--- src/rtl/supply_loss_seq.sv ---
module supply_loss_seq #(
  parameter int STABLE_CYC  = 4,
  parameter int PULSE_CYC   = 200,
  parameter int STORE_CYC   = 2000000,
  parameter int RESTORE_CYC = 110000
) (
  input  logic clk,
  input  logic rst_n,
  input  logic sw_ok_i,
  input  logic rst_ok_i,
  input  logic inhibit_mode_i,
  input  logic wr_done_i,
  input  logic nv_busy_i,
  input  logic busy_line_i,
  output logic store_req_o,
  output logic recall_req_o,
  output logic inhibit_o,
  output logic busy_pull_o
);

  localparam int DW   = $clog2(STABLE_CYC + 1);
  localparam int TM0  = (PULSE_CYC > STORE_CYC) ? PULSE_CYC : STORE_CYC;
  localparam int TMAX = (TM0 > RESTORE_CYC) ? TM0 : RESTORE_CYC;
  localparam int TW   = $clog2(TMAX + 1);

  typedef enum logic [1:0] {S_IDLE, S_PULSE, S_STORE, S_RECALL} st_t;

  logic [1:0] sw_sync, rs_sync;
  logic       sw_s, rs_s, sw_q;
  logic [DW-1:0] db_cnt;
  logic [TW-1:0] tmr;
  st_t  st;
  logic recall_pend, fail_pend, dirty, seen_low;

  assign sw_s = sw_sync[1];
  assign rs_s = rs_sync[1];

  wire db_flip  = (sw_s != sw_q) && (db_cnt == DW'(STABLE_CYC - 1));
  wire sw_fall  = db_flip && sw_q;
  wire sw_rise  = db_flip && !sw_q;
  wire tmr_zero = (tmr == '0);

  wire go_recall = (st == S_IDLE) && recall_pend && sw_q && !nv_busy_i;
  wire go_pulse  = (st == S_IDLE) && fail_pend && !sw_q && !nv_busy_i && !inhibit_mode_i;
  wire go_store  = (st == S_PULSE) && tmr_zero && dirty && (seen_low || !busy_line_i);

  assign inhibit_o   = !sw_q || (st != S_IDLE);
  assign busy_pull_o = (st == S_PULSE) || (st == S_STORE);

  always_ff @(posedge clk or negedge rst_n) begin
    if (!rst_n) begin
      sw_sync <= '0;
      rs_sync <= '0;
      sw_q    <= 1'b0;
      db_cnt  <= '0;
    end else begin
      sw_sync <= {sw_sync[0], sw_ok_i};
      rs_sync <= {rs_sync[0], rst_ok_i};
      if (sw_s == sw_q) db_cnt <= '0;
      else if (db_flip) begin
        sw_q   <= sw_s;
        db_cnt <= '0;
      end else db_cnt <= db_cnt + DW'(1);
    end
  end

  always_ff @(posedge clk or negedge rst_n) begin
    if (!rst_n) begin
      recall_pend <= 1'b1;
      fail_pend   <= 1'b0;
      dirty       <= 1'b0;
    end else begin
      if (!rs_s) recall_pend <= 1'b1;
      else if (go_recall) recall_pend <= 1'b0;

      if (sw_fall) fail_pend <= 1'b1;
      else if (sw_rise || go_pulse || inhibit_mode_i) fail_pend <= 1'b0;

      if (nv_busy_i || go_store || go_recall) dirty <= 1'b0;
      else if (wr_done_i && !inhibit_o) dirty <= 1'b1;
    end
  end

  always_ff @(posedge clk or negedge rst_n) begin
    if (!rst_n) begin
      st           <= S_IDLE;
      tmr          <= '0;
      seen_low     <= 1'b0;
      store_req_o  <= 1'b0;
      recall_req_o <= 1'b0;
    end else begin
      store_req_o  <= 1'b0;
      recall_req_o <= 1'b0;
      if (!tmr_zero) tmr <= tmr - TW'(1);
      unique case (st)
        S_IDLE: begin
          if (go_recall) begin
            st           <= S_RECALL;
            tmr          <= TW'(RESTORE_CYC - 1);
            recall_req_o <= 1'b1;
          end else if (go_pulse) begin
            st       <= S_PULSE;
            tmr      <= TW'(PULSE_CYC - 1);
            seen_low <= 1'b0;
          end
        end
        S_PULSE: begin
          if (!busy_line_i) seen_low <= 1'b1;
          if (tmr_zero) begin
            if (go_store) begin
              st          <= S_STORE;
              tmr         <= TW'(STORE_CYC - 1);
              store_req_o <= 1'b1;
            end else st <= S_IDLE;
          end
        end
        S_STORE:  if (tmr_zero) st <= S_IDLE;
        S_RECALL: if (tmr_zero) st <= S_IDLE;
        default:  st <= S_IDLE;
      endcase
    end
  end

endmodule

--- config.mk ---
export PLATFORM = sky130hd
export DESIGN_NAME = supply_loss_seq
export DESIGN_NICKNAME = d
export VERILOG_FILES = /design/src/rtl/supply_loss_seq.sv
export SDC_FILE = /design/constraint.sdc
export NUM_CORES = 1
export LEC_CHECK = 0
export CAP_MARGIN = 20
export CORE_ASPECT_RATIO = 1.75
export CORE_MARGIN = 2
export CORE_UTILIZATION = 55
export DETAILED_ROUTE_END_ITERATION = 8
export GPL_ROUTABILITY_DRIVEN = 0
export PLACE_DENSITY = 0.78
export SETUP_SLACK_MARGIN = 0.02
export SYNTH_ARGS = -nofsm -noshare
export SYNTH_HDL_FRONTEND = slang
export SYNTH_SLANG_ARGS = --single-unit
--- constraint.sdc ---
create_clock -name clk -period 2.7 [get_ports clk]
set_input_delay 0.54 -clock clk [delete_from_list [all_inputs] [get_ports clk]]
set_output_delay 0.54 -clock clk [all_outputs]
set_load 0.02 [all_outputs]
Word level (Yosys, flattened, before mapping)

Index checks and enable logic that the tools add are counted.

Bits in registers: 37

$add $sub $neg: 2
Equality and inequality tests: 13
Mux-type cells: 29
Bitwise gates (word level): 1
Reductions and logical operators: 36

Operators with widths:

| kind                                                  | count |
|---|---|
| 2-to-1 mux 21 bit                                     | 5 |
| one-hot mux 21 bit (2 select lines)                   | 1 |
| zero test 21 bit                                      | 1 |
| subtractor 21 x 1 -> 21 bit, second input constant    | 1 |
| logical AND 1 bit                                     | 14 |
| 2-to-1 mux 1 bit                                      | 14 |
| 2-to-1 mux 2 bit                                      | 5 |
| inequality test 2 bit, second input constant          | 4 |
| nonzero test 2 bit                                    | 4 |
| logical OR 1 bit                                      | 7 |
| 2-to-1 mux 3 bit                                      | 2 |
| one-hot mux 2 bit (3 select lines)                    | 1 |
| zero test 1 bit                                       | 5 |
| equality test 2 bit, second input constant            | 2 |
| inequality test 2 x 1 -> 1 bit, second input constant | 2 |
| AND reduction 4 bit                                   | 1 |
| adder 3 x 1 -> 3 bit, second input constant           | 1 |
| equality test 3 x 2 -> 1 bit, second input constant   | 1 |
| inequality test 3 bit, second input constant          | 1 |
| AND reduction 3 bit                                   | 1 |
| equality test 2 x 1 -> 1 bit, second input constant   | 1 |
| zero test 2 bit                                       | 1 |
| one-hot mux 1 bit (2 select lines)                    | 1 |
| AND reduction 2 bit                                   | 1 |
| 4 further kinds                                       | 4 |

Logic depth before layout (Yosys ltp)

Gate-level depths: netlist (run 1).

Word-level depth: 9
Depth in mapped cells: 8
Gate-level depth less buffers: 7

Worst setup path before layout (run 1)

No wires, ideal clock.

Path kind: register to register
Start: reg tmr[5]
End: reg tmr[13]
Library setup time: 0.135 ns
Arrival time: 2.141 ns
Path slack: 0.424 ns
Stages on the path, launching flop included: 7
Buffers on the path: 1
Clock period less this slack: 2.276 ns
Cell sequence: dfrtp_1 > or4_4 > or4_1 > buf_2 > a2111oi_4 > xnor2_1 > a21oi_2

Cells in the longest elaborated chain, start to end: 7

RTL lines:

| element                                                             | RTL line | text |
|---|---|---|
| start: declaration                                                  | 31       | `logic [TW-1:0] tmr;` |
| start signal: assignment                                            | 94       | `if (!tmr_zero) tmr <= tmr - TW'(1);` |
| start signal: assignment                                            | 99       | `tmr <= TW'(RESTORE_CYC - 1);` |
| start signal: assignment                                            | 103      | `tmr <= TW'(PULSE_CYC - 1);` |
| branches (longest 6 deep; another with subtractor 21 x 1 -> 21 bit) | -        |  |
| one-hot mux 21 bit (2 select lines) (*)                             | 95       | `unique case (st)` |

Mark *: on every way between the ends.
A chain may end at the register's enable or synchronous reset.

Worst setup path in the final report (run 1)

Start: reg tmr[0]
End: reg tmr[5]

Same word-level chain as after synthesis.

==> Implementation_results.wiki, run 1 <==
{| class="wikitable"
! Metric !! Value
|-
| Global route overflow || 0
|-
| Vias || 1508
|-
| Horizontal die dimension || 49.0 um
|-
| Number of distinct library cell variants in the gate-level netlist after synthesis || 49
|-
| Worst R2R End || tmr[5]$_DFF_PN0_
|-
| Max H-tree Level || 2
|-
| Classification of the worst setup path || flop to flop
|-
| VDD IR-drop max || 0.692 mV
|-
| Final Skew || approximately 8.4 ps
|-
| Vias in the first global route || 1687
|-
| Min Tclk post-route || 2520 ps
|-
| Share of synthesized area occupied by flip-flops and latches || 0.476
|-
| Starting utilization of the core area || 0.574
|-
| Floorplan die height || 82.8 um
|-
| GRT Resource Usage Total || 0.244
|-
| Worst R2R Start || tmr[0]$_DFF_PN0_
|-
| Number of antenna cells inserted || 0
|-
| Commonest register cell after synthesis || dfrtp_1
|-
| Wire per inst || 16.7 um
|-
| Flop-to-flop setup slack || 180 ps
|-
| Number of nets with antenna violations after routing || 0
|-
| TritonCTS clock tree || yes
|-
| Number of buffers added for setup after CTS || 0
|-
| CTS Hold Bufs || 0
|-
| Fraction of registers with async set or reset after synthesis || 1.00
|-
| Final count of pins violating max slew || 0
|-
| Mean post-synth cell area || 10.1 um2
|-
| Number of failing hold endpoints at the final stage || 0
|-
| Number of instances in the synthesized netlist || approximately 190
|-
| Worst min-delay path category || primary input to async pin
|-
| Cell types occupying the most area after synthesis || dfrtp_1 46%, ha_1 4.5%, o21ai_0 4.4%, a21oi_1 3.6%, xnor2_1 3.1%
|-
| CTS clock-pin slew for the worst setup and hold paths || 80 ps
|-
| Nets in the synthesized netlist || 208
|-
| Number of buffers added by the clock tree synthesis step || 5
|-
| Number of input and output port buffers inserted || 11
|-
| Outcome || finished clean
|-
| Post-layout power || 2.01 mW
|-
| Arrival time worst endpoint || 2700 ps
|-
| Worst-case headroom to the max-slew limit || 0.461
|-
| DPL Wire Length || 3.14 mm
|-
| Depth of the worst register-to-register path || 7
|-
| CTS Root Cell || clkbuf_8
|-
| Library cell with the largest summed area after synthesis || dfrtp_1
|-
| Endpoints failing setup || 0
|-
| Routed vias/inst || about 6
|-
| Yosys reg bits || 37
|-
| Starting DRT DRC Count || 46
|-
| Fraction of final layout cells with drive strength greater than 1 || 0.133
|-
| Number of clock sinks seen by CTS || 37
|-
| Router iterations before antenna repair || 4
|-
| Worst skew pair latency || 300 ps
|-
| Fin Setup TNS || 0 ps
|-
| Transition time at the pin with the least slew margin || about 810 ps
|-
| Total number of nets in the final design || 224
|-
| Required time at the endpoint of the critical path || about 2900 ps
|-
| Boundary Pins || 12
|-
| Kind of end point of the critical path || flop
|-
| Row count || 28
|-
| Crit path launch type || flop
|-
| Largest net degree at the start of global routing || 38
|-
| Number of buffers on the longest clock path || 2
|-
| Highest clock rate || 397 MHz
|-
| Synthesis-to-layout area growth || 14.7%
|-
| Number of antenna violations at the first check in global routing || 0
|-
| Warnings from Yosys || 0
|-
| Power per Cell Area || 899 nW/um2
|-
| Static Leak || 0.949 nW
|-
| DRC violations left || 0
|-
| Top fanout value on the critical path || 5
|-
| Die Area || about 4100 um2
|-
| Number of synthesized flops with an enable pin || 0
|-
| Total routed wirelength || 4.26 mm
|-
| Setup repair after global routing missed its margin || no
|-
| Maximum capacitance violations || 0
|-
| Core area || 3400 um2
|-
| Area fraction of the dominant cell type after synthesis || 0.462
|-
| Wire length of the first global-routing pass || 7.36 mm
|-
| Synthesized area || 1950 um2
|-
| Period Utilization, post-route || 0.934
|}
through the flow:
stage	instances	hold slack [ps]	cell area, um2	util	setup WS, ps
CTS	255	352	2240	0.658	137
global route	255	375	2240	0.658	86.8
finish	255	327	2240	0.658	179
floorplan	193	244	1950	-	424
global placement	247	337	2120	0.625	302
detailed placement	247	338	2120	0.625	203
synth_stat cells, types with 2 or more instances:
| library cell | number |
|---|---|
| dfrtp_1 | 36 |
| o21ai_0 | 17 |
| nor2_1 | 16 |
| a21oi_1 | 14 |
| inv_1 | 8 |
| nor3_1 | 8 |
| clkbuf_1 | 7 |
| ha_1 | 7 |
| nand2_1 | 7 |
| xnor2_1 | 7 |
| xor2_1 | 6 |
| nand2b_1 | 4 |
| nand3_1 | 4 |
| nor4_1 | 4 |
| or4_1 | 4 |
| nor2b_1 | 3 |
| or2_2 | 3 |
| or3_1 | 3 |
| a22oi_1 | 2 |
| and3_1 | 2 |
| o21a_1 | 2 |
| or4b_2 | 2 |
metal layers:
layer / routed length, um / global-route usage / vias up
met5: 0 / 0 / -
met4: 137 / 0.154 / 0
met3: 131 / 0.0378 / 14
met2: 2430 / 0.486 / 44
met1: 1560 / 0.229 / 724
li1: - / - / 726
cell usage in the layout (no fill, tap or decap), drive strengths merged, types with 2 or more instances in the layout:
cell type and instances:
o21ai 17, nor4 5, xnor2 7, a22oi 2
nand3 4, clkbuf 6, nand2 7, and2 2
a21oi 15, xor2 6, nor4b 2, nor2b 3
or4 5, o21a 2, ha 7, nand2b 4
o31a 2, nor3 8, and3 2, clkdlybuf4s50 10
dfrtp 36, nor2 16, or4b 2, inv 8
buf 7, or3 3, or2 3
logic make-up after synthesis:
| group | count (synthesis) | synth area share |
|---|---|---|
| and+or+nand+nor | 71 | 0.222 |
| AOI/OAI and AO/OA | 47 | 0.157 |
| DFF | 37 | 0.476 |
| buffers and inverters | 16 | 0.0315 |
| xor gates and xnor gates | 13 | 0.0584 |
| adders and majority gates | 7 | 0.0449 |
| muxes | 2 | 0.0109 |
how the worst max path moves through the flow:
stage / startpoint / to / slack, ps / cells after the start
after global placement: tmr[0]$_DFF_PN0_ / tmr[5]$_DFF_PN0_ / 300 / 7
after detailed placement: tmr[0]$_DFF_PN0_ / tmr[5]$_DFF_PN0_ / 200 / 7
final: tmr[0]$_DFF_PN0_ / tmr[5]$_DFF_PN0_ / 180 / 7
after floorplan: tmr[5]$_DFF_PN0_ / tmr[13]$_DFF_PN0_ / 420 / 6
after global routing: tmr[0]$_DFF_PN0_ / tmr[5]$_DFF_PN0_ / 90 / 7
after CTS: tmr[0]$_DFF_PN0_ / tmr[5]$_DFF_PN0_ / 140 / 7
flip-flops by register name, summed over array words and instances (netlist names):
signal / flops
db_cnt: 3
dirty: 1
fail_pend: 1
recall_pend: 1
recall_req_o: 1
rs_sync: 2
seen_low: 1
st: 2
store_req_o: 1
sw_q: 1
sw_sync: 2
tmr: 21
worst max-delay path, stage by stage (launching register included):
cell and delay (ps):
dfrtp_1 390, inv_1 100, ha_1 180, or4b_2 650
or4_1 570, o21ai_1 260, xor2_1 180, o21ai_0 90
what timing repair did:
item / 4_1_cts / 5_1_grt
setup endpoints to repair: 0 / 1
hold endpoints to repair: 0 / 0
gates resized for setup: 0 / 1
layout make-up:
cell class / instances / area, um2
fillers: 276 / 1160
repair buffers: 17 / 150
clock buffers: 6 / 72.6
clock inverters: 2 / 38.8
flip-flops and latches: 37 / 927
inverters: 8 / 30.0
multi-input cells: 140 / 961
well taps: 45 / 56.3
power by group:
| part | internal [mW] | total [mW] | switching (mW) | leakage [nW] |
|---|---|---|---|---|
| Combinational | 0.302 | 0.675 | 0.372 | 0.440 |
| Clock | 0.277 | 0.486 | 0.209 | 0.0554 |
| Sequential | 0.697 | 0.849 | 0.152 | 0.454 |
Note: power is estimated with default switching activity, not from simulation.
==> run 2, diff against run 1 <==
--- a/config.mk
+++ b/config.mk
@@ -9,6 +9,7 @@
 export CORE_ASPECT_RATIO = 1.75
 export CORE_MARGIN = 2
 export CORE_UTILIZATION = 55
+export CTS_CLUSTER_SIZE = 16
 export DETAILED_ROUTE_END_ITERATION = 8
 export GPL_ROUTABILITY_DRIVEN = 0
 export PLACE_DENSITY = 0.78
==> results of run 2 <==
No change in the layout: final DEF, timing and power equal those of run 1.
